[config.mk]
export PLATFORM = sky130hd
export DESIGN_NAME = pp_param_validator
export DESIGN_NICKNAME = d
export VERILOG_FILES = /design/src/rtl/pp_pkg.sv /design/src/rtl/pp_crc_step.sv /design/src/rtl/pp_sig_match.sv /design/src/rtl/pp_field_capture.sv /design/src/rtl/pp_param_validator.sv
export SDC_FILE = /design/constraint.sdc
export NUM_CORES = 1
export LEC_CHECK = 0
export BUFFER_PORTS_ARGS = -buffer_cell sky130_fd_sc_hd__buf_2
export CORE_MARGIN = 4
export CORE_UTILIZATION = 59
export DETAILED_ROUTE_END_ITERATION = 8
export GPL_TIMING_DRIVEN = 0
export PLACE_DENSITY = 0.79
export REMOVE_ABC_BUFFERS = 1
export SLEW_MARGIN = 20
export SYNTH_ARGS = -nofsm -noshare
export SYNTH_HDL_FRONTEND = slang
export SYNTH_SLANG_ARGS = --single-unit
[constraint.sdc]
create_clock -name clk -period 2.9 [get_ports clk]
set_input_delay 0.145 -clock clk [delete_from_list [all_inputs] [get_ports clk]]
set_output_delay 0.145 -clock clk [all_outputs]
set_load 0.02 [all_outputs]
[src/rtl/pp_pkg.sv]
package pp_pkg;

    // identification text expected at the head of each copy, first byte in the top lane
    localparam logic [31:0] ID_TEXT    = "ONFI";
    localparam int          ID_LEN     = 4;
    localparam int          ID_MIN_HIT = 2;

    localparam logic [15:0] SUM_SEED = 16'h4F4E;
    localparam logic [15:0] SUM_POLY = 16'h8005;

endpackage

[src/rtl/pp_crc_step.sv]
// One byte of the MSB-first checksum, unrolled into eight shift stages.
module pp_crc_step #(
    parameter int          W    = 16,
    parameter logic [W-1:0] POLY = pp_pkg::SUM_POLY
) (
    input  logic [W-1:0] crc_in,
    input  logic [7:0]   byte_in,
    output logic [W-1:0] crc_out
);
    localparam int STAGES = 8;

    logic [W-1:0] chain [0:STAGES];

    assign chain[0] = crc_in ^ {byte_in, {(W-8){1'b0}}};

    for (genvar g = 0; g < STAGES; g++) begin : g_stage
        assign chain[g+1] = chain[g][W-1] ? ((chain[g] << 1) ^ POLY)
                                          : (chain[g] << 1);
    end

    assign crc_out = chain[STAGES];
endmodule

[src/rtl/pp_sig_match.sv]
// Flags a byte that equals the identification character expected at its position.
module pp_sig_match #(
    parameter int IW = 8
) (
    input  logic [IW-1:0] idx,
    input  logic [7:0]    data,
    output logic          hit
);
    import pp_pkg::*;

    logic [ID_LEN-1:0] pos_hit;

    for (genvar g = 0; g < ID_LEN; g++) begin : g_pos
        assign pos_hit[g] = (idx == IW'(g)) &&
                            (data == ID_TEXT[8*(ID_LEN-1-g) +: 8]);
    end

    assign hit = |pos_hit;
endmodule

[src/rtl/pp_field_capture.sv]
// Shadows the decoded fields of the copy in flight, publishes them on commit.
module pp_field_capture #(
    parameter int IW       = 8,
    parameter int LUN_OFS  = 100,
    parameter int ADDR_OFS = 101
) (
    input  logic          clk,
    input  logic          rst_n,
    input  logic          clear,
    input  logic          take,
    input  logic [IW-1:0] idx,
    input  logic [7:0]    data,
    input  logic          commit,
    output logic [7:0]    lun_count,
    output logic [3:0]    col_cycles,
    output logic [3:0]    row_cycles
);
    typedef struct packed {
        logic [7:0] lun_sh;
        logic [7:0] adr_sh;
        logic [7:0] lun;
        logic [7:0] adr;
    } fc_t;

    fc_t q, d;

    always_comb begin
        d = q;
        if (clear) begin
            d = '0;
        end else begin
            if (take && idx == IW'(LUN_OFS))  d.lun_sh = data;
            if (take && idx == IW'(ADDR_OFS)) d.adr_sh = data;
            if (commit) begin
                d.lun = q.lun_sh;
                d.adr = q.adr_sh;
            end
        end
    end

    always_ff @(posedge clk or negedge rst_n) begin
        if (!rst_n) q <= '0;
        else        q <= d;
    end

    assign lun_count  = q.lun;
    assign col_cycles = q.adr[7:4];
    assign row_cycles = q.adr[3:0];

    // published fields move only on a commit or a clear
    a_r7_fields_hold: assert property (@(posedge clk) disable iff (!rst_n)
        (!commit && !clear) |=> ($stable(lun_count) && $stable(col_cycles) && $stable(row_cycles)));
endmodule

[src/rtl/pp_param_validator.sv]
module pp_param_validator #(
    parameter int          COPY_BYTES = 256,
    parameter int          MAX_COPIES = 3,
    parameter int          LUN_OFS    = 100,
    parameter int          ADDR_OFS   = 101,
    parameter logic [15:0] SEED       = pp_pkg::SUM_SEED,
    parameter logic [15:0] POLY       = pp_pkg::SUM_POLY,
    localparam int         CW         = (MAX_COPIES > 1) ? $clog2(MAX_COPIES) : 1
) (
    input  logic          clk,
    input  logic          rst_n,
    input  logic          start,
    input  logic          in_valid,
    input  logic [7:0]    in_data,
    output logic          in_ready,
    output logic          found,
    output logic          fail,
    output logic [CW-1:0] copy_idx,
    output logic [7:0]    lun_count,
    output logic [3:0]    col_cycles,
    output logic [3:0]    row_cycles
);
    import pp_pkg::*;

    localparam int IW       = $clog2(COPY_BYTES);
    localparam int SUM_SPAN = COPY_BYTES - 2;
    localparam int LAST     = COPY_BYTES - 1;
    localparam int HW       = $clog2(ID_LEN + 1);

    typedef struct packed {
        logic          busy;
        logic          found;
        logic          fail;
        logic [CW-1:0] copy;
        logic [IW-1:0] idx;
        logic [15:0]   crc;
        logic [HW-1:0] hits;
        logic [7:0]    sum_lo;
    } st_t;

    st_t         q, d;
    logic        hs;
    logic        at_last;
    logic        pass;
    logic        commit;
    logic        sig_hit;
    logic [15:0] crc_next;

    pp_crc_step #(.W(16), .POLY(POLY)) u_crc (
        .crc_in  (q.crc),
        .byte_in (in_data),
        .crc_out (crc_next)
    );

    pp_sig_match #(.IW(IW)) u_sig (
        .idx  (q.idx),
        .data (in_data),
        .hit  (sig_hit)
    );

    pp_field_capture #(.IW(IW), .LUN_OFS(LUN_OFS), .ADDR_OFS(ADDR_OFS)) u_fields (
        .clk        (clk),
        .rst_n      (rst_n),
        .clear      (start),
        .take       (hs),
        .idx        (q.idx),
        .data       (in_data),
        .commit     (commit),
        .lun_count  (lun_count),
        .col_cycles (col_cycles),
        .row_cycles (row_cycles)
    );

    assign in_ready = q.busy;
    assign hs       = in_valid && q.busy;
    assign at_last  = (q.idx == IW'(LAST));
    assign pass     = (q.hits >= HW'(ID_MIN_HIT)) && ({in_data, q.sum_lo} == q.crc);
    assign commit   = hs && at_last && pass && !start;

    always_comb begin
        d = q;
        if (start) begin
            d.busy  = 1'b1;
            d.found = 1'b0;
            d.fail  = 1'b0;
            d.copy  = '0;
            d.idx   = '0;
            d.crc   = SEED;
            d.hits  = '0;
        end else if (hs) begin
            if (q.idx < IW'(SUM_SPAN)) d.crc = crc_next;
            if (sig_hit) d.hits = q.hits + HW'(1);
            if (q.idx == IW'(SUM_SPAN)) d.sum_lo = in_data;
            if (at_last) begin
                if (pass) begin
                    d.busy  = 1'b0;
                    d.found = 1'b1;
                end else if (q.copy == CW'(MAX_COPIES - 1)) begin
                    d.busy = 1'b0;
                    d.fail = 1'b1;
                end else begin
                    d.copy = q.copy + CW'(1);
                    d.idx  = '0;
                    d.crc  = SEED;
                    d.hits = '0;
                end
            end else begin
                d.idx = q.idx + IW'(1);
            end
        end
    end

    always_ff @(posedge clk or negedge rst_n) begin
        if (!rst_n) q <= '0;
        else        q <= d;
    end

    assign found    = q.found;
    assign fail     = q.fail;
    assign copy_idx = q.copy;

    // the two verdicts never coexist
    a_r6_verdict_excl: assert property (@(posedge clk) disable iff (!rst_n)
        !(found && fail));
    // no byte is taken once a verdict stands
    a_r9_no_take_after: assert property (@(posedge clk) disable iff (!rst_n)
        (found || fail) |-> !in_ready);
    // a verdict persists until the next start
    a_r9_verdict_hold: assert property (@(posedge clk) disable iff (!rst_n)
        ((found || fail) && !start) |=> (found || fail));
    // copy number stays inside the examined range
    a_r5_copy_range: assert property (@(posedge clk) disable iff (!rst_n)
        q.copy <= CW'(MAX_COPIES - 1));
    // every copy begins from the seed value
    a_r2_seed_at_head: assert property (@(posedge clk) disable iff (!rst_n)
        (q.busy && q.idx == '0) |-> (q.crc == SEED));
    // a verdict rises only after the final byte of a copy was taken
    a_r10_rise_after_last: assert property (@(posedge clk) disable iff (!rst_n)
        ($rose(found) || $rose(fail)) |-> $past(hs && at_last));
endmodule

Word level (Yosys, flattened, before mapping)

Cells that the tools add are included.

Add/sub/neg operators: 3
Multiply operators: 0
Divide/modulo/power cells: 0
Magnitude comparators: 2
Equality and inequality tests: 17
Shift operators: 0
Mux-type cells: 26
Bitwise operators: 10
Reductions and logical operators: 28

Operators by type and width:

| cell                  | count |
|---|---|
| $mux W16              | 10 |
| $mux W32              | 2 |
| $eq A8 B7 Y1 const B  | 6 |
| $mux W40              | 1 |
| $mux W8               | 4 |
| $mux W30              | 1 |
| $mux W29              | 1 |
| $not A3 Y3            | 8 |
| $mux W19              | 1 |
| $eq A16 B16 Y1        | 1 |
| $eq A8 B2 Y1 const B  | 2 |
| $eq A8 B8 Y1 const B  | 2 |
| $xor A16 B16 Y16      | 1 |
| $reduce_bool A2 Y1    | 7 |
| $reduce_and A3 Y1     | 4 |
| $logic_and A1 B1 Y1   | 11 |
| $add A8 B1 Y8 const B | 1 |
| $eq A8 B1 Y1 const B  | 1 |
| $logic_not A8 Y1      | 1 |
| $lt A8 B8 Y1 const B  | 1 |
| $reduce_and A4 Y1     | 2 |
| $ne A3 B3 Y1 const B  | 2 |
| $mux W5               | 1 |
| $mux W1               | 4 |
| other kinds (10)      | 11 |

Register bits: 72
Bits in latches: 0
Memory bits (writable): 0
ROM bits: 0
Bits of input ports: 12
Logic and storage cells: 98
Memories kept: 0

Longest topological paths before layout

Gate-level depths: netlist of run 1.

Word-level depth: 23
Mapped depth: 11
Mapped depth without buffers: 8

Cells and area by module

A second synthesis of run 1 with hierarchy kept.

Cells, all modules: 384
Area, all modules: 4046.4 µm²

By module, submodules not included:

| module             | instances | cells each | area an instance (µm²) | sequential area each (µm²) |
|---|---|---|---|---|
| pp_param_validator | 1         | 210        | 2137.0                 | 1001.0 |
| pp_field_capture   | 1         | 136        | 1551.5                 | 800.8 |
| pp_crc_step        | 1         | 26         | 281.5                  | 0.0 |
| pp_sig_match       | 1         | 12         | 76.3                   | 0.0 |

Least setup slack after synthesis of run 1

OpenSTA, ideal clock, no wires.

Kind: reg-to-reg
Start point: register q[24] in the netlist's numbering
End point: register q[16] in the netlist's numbering
Setup time: 76 ps
Arrival: 2282 ps
Data required time: 2824 ps
Path slack: 542 ps
Stages on the path, launching flop included: 9
Period minus slack after synthesis: 2358 ps
Cell sequence: dfrtp_1 > xnor2_1 > ha_1 > nand4_1 > nor4_4 > a31oi_4 > and2_4 > or4_4 > o21ai_1

Longest elaborated chain between the ends: 17
Elaborated cells between the ends (all ways): 19
Classes of those cells: eq/ne (1); mux (14); bitwise (3); reduce/logical (1)

Ends and longest elaborated chain:

| element                  | line                      | text |
|---|---|---|
| start: declaration       | pp_param_validator.sv:41  | `st_t q, d;` |
| start signal: assignment | pp_param_validator.sv:114 | `if (!rst_n) q <= '0;` |
| start signal: assignment | pp_param_validator.sv:115 | `else q <= d;` |
| $xor A16 B16 Y16         | pp_crc_step.sv:14         | `assign chain[0] = crc_in ^ {byte_in, {(W-8){1'b0}}};` |
| $mux W16                 | pp_crc_step.sv:17         | `assign chain[g+1] = chain[g][W-1] ? ((chain[g] << 1) ^ POLY)` |
| $not A3 Y3 (no line)     | --                        |  |
| $mux W16 (3 in a row)    | pp_crc_step.sv:17         |  |
| $not A3 Y3 (no line)     | --                        |  |
| $mux W16 (4 in a row)    | pp_crc_step.sv:17         |  |
| $mux W16                 | pp_param_validator.sv:91  | `if (q.idx < IW'(SUM_SPAN)) d.crc = crc_next;` |
| $mux W29                 | pp_param_validator.sv:98  | `end else if (q.copy == CW'(MAX_COPIES - 1)) begin` |
| $mux W30                 | pp_param_validator.sv:95  | `if (pass) begin` |
| $mux W19 *               | pp_param_validator.sv:94  | `if (at_last) begin` |
| $mux W40 *               | pp_param_validator.sv:90  | `end else if (hs) begin` |
| $mux W32 *               | pp_param_validator.sv:82  | `if (start) begin` |

Mark *: on every way between the ends. The rest lies on a longest branch, timed or not. The select of a mux whose other input is x is not followed.
A chain may end at the register's enable or synchronous reset.

Final worst setup path of run 1

Start point: register q[24] in the netlist's numbering
End point: register q[19] in the netlist's numbering

Longest elaborated chain between the ends: 6

Ends and longest elaborated chain:

| element             | line                     | text |
|---|---|---|
| $eq A16 B16 Y1      | pp_param_validator.sv:77 | `assign pass = (q.hits >= HW'(ID_MIN_HIT)) && ({in_data, q.sum_lo} == q.crc);` |
| $logic_and A1 B1 Y1 | pp_param_validator.sv:77 |  |
| $mux W30            | pp_param_validator.sv:95 |  |
| $mux W19            | pp_param_validator.sv:94 |  |
| $mux W40            | pp_param_validator.sv:90 |  |
| $mux W32            | pp_param_validator.sv:82 |  |

Every way passes these cells. The select of a mux whose other input is x is not followed.

==> run metrics, run 1 <==
Root Driver=clkbuf_8; pin count of the biggest net entering global routing=58; Final WS setup=0.1515 ns; Hold WC Path Type=in -> reg; H-Tree Level Count=3; number of diodes=0; P&R area growth vs syn=9.797%; Sink Count=72; switch share=26.43%; grt ovf=0; Slew @ Worst Pin=1.109 ns; Top Layer Used=met4; IO Pins=33; Initial DRT Pass Iterations=4; Slew Limit Fails=0; initial DRC count=155; starting density of the core=61.82%; Internal Pwr Total=1.808 mW; PD cells=604.2 nW/um^2; synthesized instance count=380; Buffers on Ports=32; Met2 Routed Length=3753 um; Pwr Total=2.457 mW; Mean Syn Cell Area=9.746 sq um; CP Cell Sequence=xnor2_1, ha_1, nand4_1, nor4_4, a31oi_4, and2_4, nor4_2, a22oi_1; cell area after synthesis=3704 sq um; CP Data Arrival Time=2.95 ns; WL met3=485 um; Hold WS=0.08121 ns; kind of critical path=reg -> reg; unrepaired setup endpoints after global routing=no; Gate power share=16.0%; # setup viols final=0; chip height=87.23 um; Distinct cells, synth=47; CP Data Required Time=3.10 ns; DP HPWL=5029 um; Final min period=2.749 ns; area post-placement=3781 sq um; Post-synth top flop=dfrtp_1; first-pass GRT wire length=12630 um; Yosys reg bits=72; Routed Antenna Nets=0; Final nets=413; post-route cell area=4066 sq um; metal1 wirelength=3370 um; clock group share of total power=39.2%; total track usage=21.90%; initial antenna violation count=0; status=finished, final reports clean; CTS tree=built; layout cell share with drive strength beyond 1=17.68%; Clk Latency, worst-skew pair=0.35 ns; Fin. Hold Viols=0; sequential element share of the synthesized area=48.65%; Startpoint Class=flop; vias per cell=5.669; number of flops mapped to enable cells by yosys=0; Slowest Stage Delay on Critical Path=0.45 ns; final WL=7682 um; Vias=2670; crit share post-route=94.78%; CTS Buf Count=9; drt drc=0; routed len/inst=16.31 um; FP Rows=28; GP Congestion=0.8463; yosys warns=0; sequential share of power=44.9%; asr flop ratio synth=100.0%; clk_skew=0.009653 ns; Max-Cap Viols=0; maximum VDD drop=0.0004409 V; Finished Core Util=67.88%; LEAKAGE=1.826 nW; Placement Setup Slack=-0.1094 ns; clk slew on worst S/H paths=0.08 ns; area of the die=7609 sq um; core area=5991 sq um; Achievable Freq=0.3638 GHz; Die Span X=87.23 um; Worst setup EP type=flop; most common cell after layout, fill and taps aside=nand2_1; commonest cells after routing, fill and taps aside=83 x nand2_1, 72 x dfrtp_1, 39 x a21oi_1; relative slew slack=25.89%; clock tree buffer depth=2; sw power=0.6493 mW; largest fanout on the critical path=10; vias in the first global route=2616; slowest stage cell, crit path=nor4_2
## sequential cells by signal (all words and copies together) (netlist names)
name                 count
copy_idx                 2
fail                     1
found                    1
in_ready                 1
q                       35
u_fields.col_cycles      4
u_fields.lun_count       8
u_fields.q              16
u_fields.row_cycles      4
## power groups by stage
stage               clock network [mW]  logic, mW  registers (mW)
floorplan                            0      0.281            1.11
global placement                     0      0.371            1.12
detailed placement                   0      0.382            1.12
CTS                              0.979      0.393            1.10
global route                      1.02      0.429            1.11
finish                           0.962      0.392            1.10
## final timing paths
path / from / endpoint / slack (ns) / cells after the start
worst min-delay path: in_valid / in_ready / 0.08 / 3
worst max register to register: q[24] / q[19] / 0.15 / 8
max in group asynchronous: rst_n / q[24] / 2.15 / 3
worst max-delay path: q[24] / q[19] / 0.15 / 8
worst min register to register: fail / fail / 0.50 / 2
min in group asynchronous: rst_n / u_fields.lun_count[2] / 0.19 / 2
## final cells by class
cell class              instances  area (sq um)
clock buffers                  10         127.6
fillers                       470          1924
well taps                      75         93.84
multi-input cells             269          1693
repair buffers                 35         220.2
inverters                       4         15.01
flip-flops and latches         72          1802
clock inverters                 6         115.1
## critical path, delay by kind of cell, from the launching register on
kind	cells	cell delay (ns)
DFF	1	0.40
xor gates and xnor gates	1	0.34
adders and majority gates	1	0.23
and+or+nand+nor	4	1.22
AOI/OAI and AO/OA	2	0.41
## Yosys cell counts (all sizes together), types with 8 or more instances
library cell  instances  area [sq um]
a21oi                40         200.2
buf                  22         157.6
clkbuf               13         48.80
dfrtp                72          1802
ha                   10         125.1
mux2                  8         90.09
mux2i                 8         80.08
nand2                83         311.6
nor2                 19         71.32
nor3                  8         45.04
xnor2                14         122.6
xor2                 14         122.6
## kinds of logic after synthesis
family,Yosys count,synth area share [%]
multiplexers,16,4.595
flip-flops,72,48.65
AND/OR/NAND/NOR,145,18.58
adder cells (fa/ha/maj),10,3.378
AO/OA/AOI/OAI,69,11.59
XOR/XNOR,29,7.230
buffers and inverters,39,5.980
## stage by stage
stage	TNS [ns]	cells
3_5_place_dp	-1.237	453
4_1_cts	0	470
2_1_floorplan	0	345
3_3_place_gp	-0.3726	452
5_1_grt	0	471
6_report	0	471
## metal layers
layer  global-route usage (%)  up-vias
met5                        0        -
met4                    5.021        0
met3                    6.812        9
met2                    35.75       86
met1                    28.75     1276
li1                         -     1299
## timing repair
action	in CTS	in global routing
setup buffers	0	1
gates resized for setup	2	1
hold endpoints to repair	72	0
setup endpoints to repair	18	11
pin swaps	0	1
hold buffers	1	0
Power figures use the tool's default switching activity.
==> inputs of run 2 (changes only) <==
Settings changed: CORE_ASPECT_RATIO from default to 1.25, SETUP_SLACK_MARGIN from default to 0.4.
==> run metrics, run 2 (synthesis results as in run 1) <==
status=finished, final reports clean; routed len/inst=15.79 um (-3.2%); Largest register FFs=35 (unchanged); first-pass GRT wire length=12540 um (-0.70%); worst setup path endpoint=q[18]; initial DRC count=305 (+97%); pin count of the biggest net entering global routing=58 (unchanged); vias in the first global route=2626 (+0.38%); FP Rows=32 (+14%); Reg2Reg Launch Point=q[24]; H-Tree Level Count=3 (unchanged); Achievable Freq=0.4090 GHz (+12%); Startpoint Class=flop; grt ovf=0 (unchanged); CTS tree=built; Final nets=422 (+2.2%); Reg2Reg Depth=8 (unchanged); Sink Count=72 (unchanged); Final min period=2.445 ns (-0.3033 ns); fillers=479 (+1.9%); relative slew slack=29.45% (+3.6 points); Finished Core Util=69.08% (+1.2 points); initial antenna violation count=0 (unchanged); Pwr Total=2.346 mW (-4.5%); vias per cell=5.592 (-1.4%); Root Driver=clkbuf_8; clock tree buffer depth=2 (unchanged); Slew @ Worst Pin=1.056 ns (-0.05327 ns); clk slew on worst S/H paths=0.08 ns (about the same); Biggest register=q; starting density of the core=60.46% (-1.4 points); drt drc=0 (unchanged); maximum VDD drop=0.0003950 V (-10%); Fin. Hold Viols=0 (unchanged); Worst setup EP type=flop; layout cell share with drive strength beyond 1=23.70% (+6.0 points); unrepaired setup endpoints after global routing=yes; Finished Layout Cells=490 (+4.0%); CP Data Required Time=3.18 ns (+0.08 ns); core area=6126 sq um (+2.3%); Max-Cap Viols=0 (unchanged); LEAKAGE=1.912 nW (+4.7%); post-route cell area=4232 sq um (+4.1%); GP Congestion=0.8074 (-4.6%); crit share post-route=84.32% (-10 points); total track usage=21.46% (-0.43 points); Clk Latency, worst-skew pair=0.35 ns (about the same); chip height=96.58 um (+11%); area of the die=7617 sq um (+0.10%); Hold WC Path Type=in -> reg; Reg-to-Reg End=q[18]; CP Launch Point=q[24]; worst hold stages=3 (unchanged); Hold WS=0.08712 ns (+0.005911 ns); CP Data Arrival Time=2.72 ns (-0.23 ns); reg-to-reg slack, setup=0.45 ns (+0.30 ns); area post-placement=3794 sq um (+0.33%); largest fanout on the critical path=8 (-2); P&R area growth vs syn=14.26%; # setup viols final=0 (unchanged); commonest cells after routing, fill and taps aside=83 x nand2_1, 72 x dfrtp_1, 38 x a21oi_1; clk_skew=0.01041 ns (+0.0007611 ns); Slew Limit Fails=0 (unchanged); Initial DRT Pass Iterations=4 (unchanged); PD cells=554.5 nW/um^2 (-8.2%); number of diodes=0 (unchanged); final WL=7738 um (+0.73%); Routed Antenna Nets=0 (unchanged); DP HPWL=5098 um (+1.4%); Post-Place Cells=463 (+2.2%); Buffers on Ports=32 (unchanged); IO Pins=33 (unchanged); Die Span X=78.87 um (-9.6%); CTS Buf Count=9 (unchanged); most common cell after layout, fill and taps aside=nand2_1; kind of critical path=reg -> reg; Vias=2740 (+2.6%)
run 2: cell types whose count changed in the layout (fill, tap and decap cells not counted), sizes merged:
cell      previous run  this run
clkinv               0         1
clkinvlp             1         2
buf                 34        43
bufinv               3         1
run 2: worst min-delay path by stage:
stage,slack (ns),from,endpoint
floorplan,-0.15,rst_n,copy_idx[0]
global placement,0.43,in_valid,in_ready
detailed placement,0.02,rst_n,u_fields.lun_count[0]
CTS,0.08,in_valid,in_ready
global route,0.12,in_valid,in_ready
finish,0.09,in_valid,in_ready
run 2: final cells by class:
| class | instances | area [sq um] | area share (%) |
|---|---|---|---|
| Multi-Input combinational cell | 269 | 1826 | 43.14 |
| Sequential cell | 72 | 1802 | 42.58 |
| Timing Repair Buffer | 44 | 287.8 | 6.801 |
| Clock buffer | 10 | 127.6 | 3.016 |
| Tap cell | 85 | 106.4 | 2.513 |
| Clock inverter | 6 | 67.56 | 1.597 |
| Inverter | 4 | 15.01 | 0.3548 |
run 2: what timing repair did:
action	CTS	global route
pin swaps	3	14
endpoints found under the setup margin	38	27
hold buffers	1	0
endpoints found under the hold margin	72	0
resized for setup	9	17
setup buffers	3	6
run 2: metal layers:
metal  share of wire (%)  track usage [%]
met5                   0                0
met4                 2.1            8.739
met3                 4.5            4.360
met2                  52            37.61
met1                  42            26.05
run 2: through the flow:
stage / worst slack, ns / TNS (ns)
global route: 0.3364 / 0
detailed placement: -0.04616 / -0.2039
global placement: -0.01579 / -0.01579
floorplan: 0.5235 / 0
finish: 0.4548 / 0
CTS: 0.4764 / 0
run 2: critical path, cell delays in order, from the launching register on:
cell     delay (ns)
dfrtp_1        0.42
xnor2_2        0.23
ha_2           0.20
nand4_1        0.11
nor4_4         0.33
a31oi_4        0.24
and2_4         0.22
or4_4          0.47
o21ai_2        0.15
run 2: power by group:
part	leakage (nW)	switching, mW	total (mW)	internal, mW
sequential	0.959	0.0537	1.11	1.05
combinational	0.860	0.237	0.444	0.207
clock	0.0933	0.392	0.794	0.402
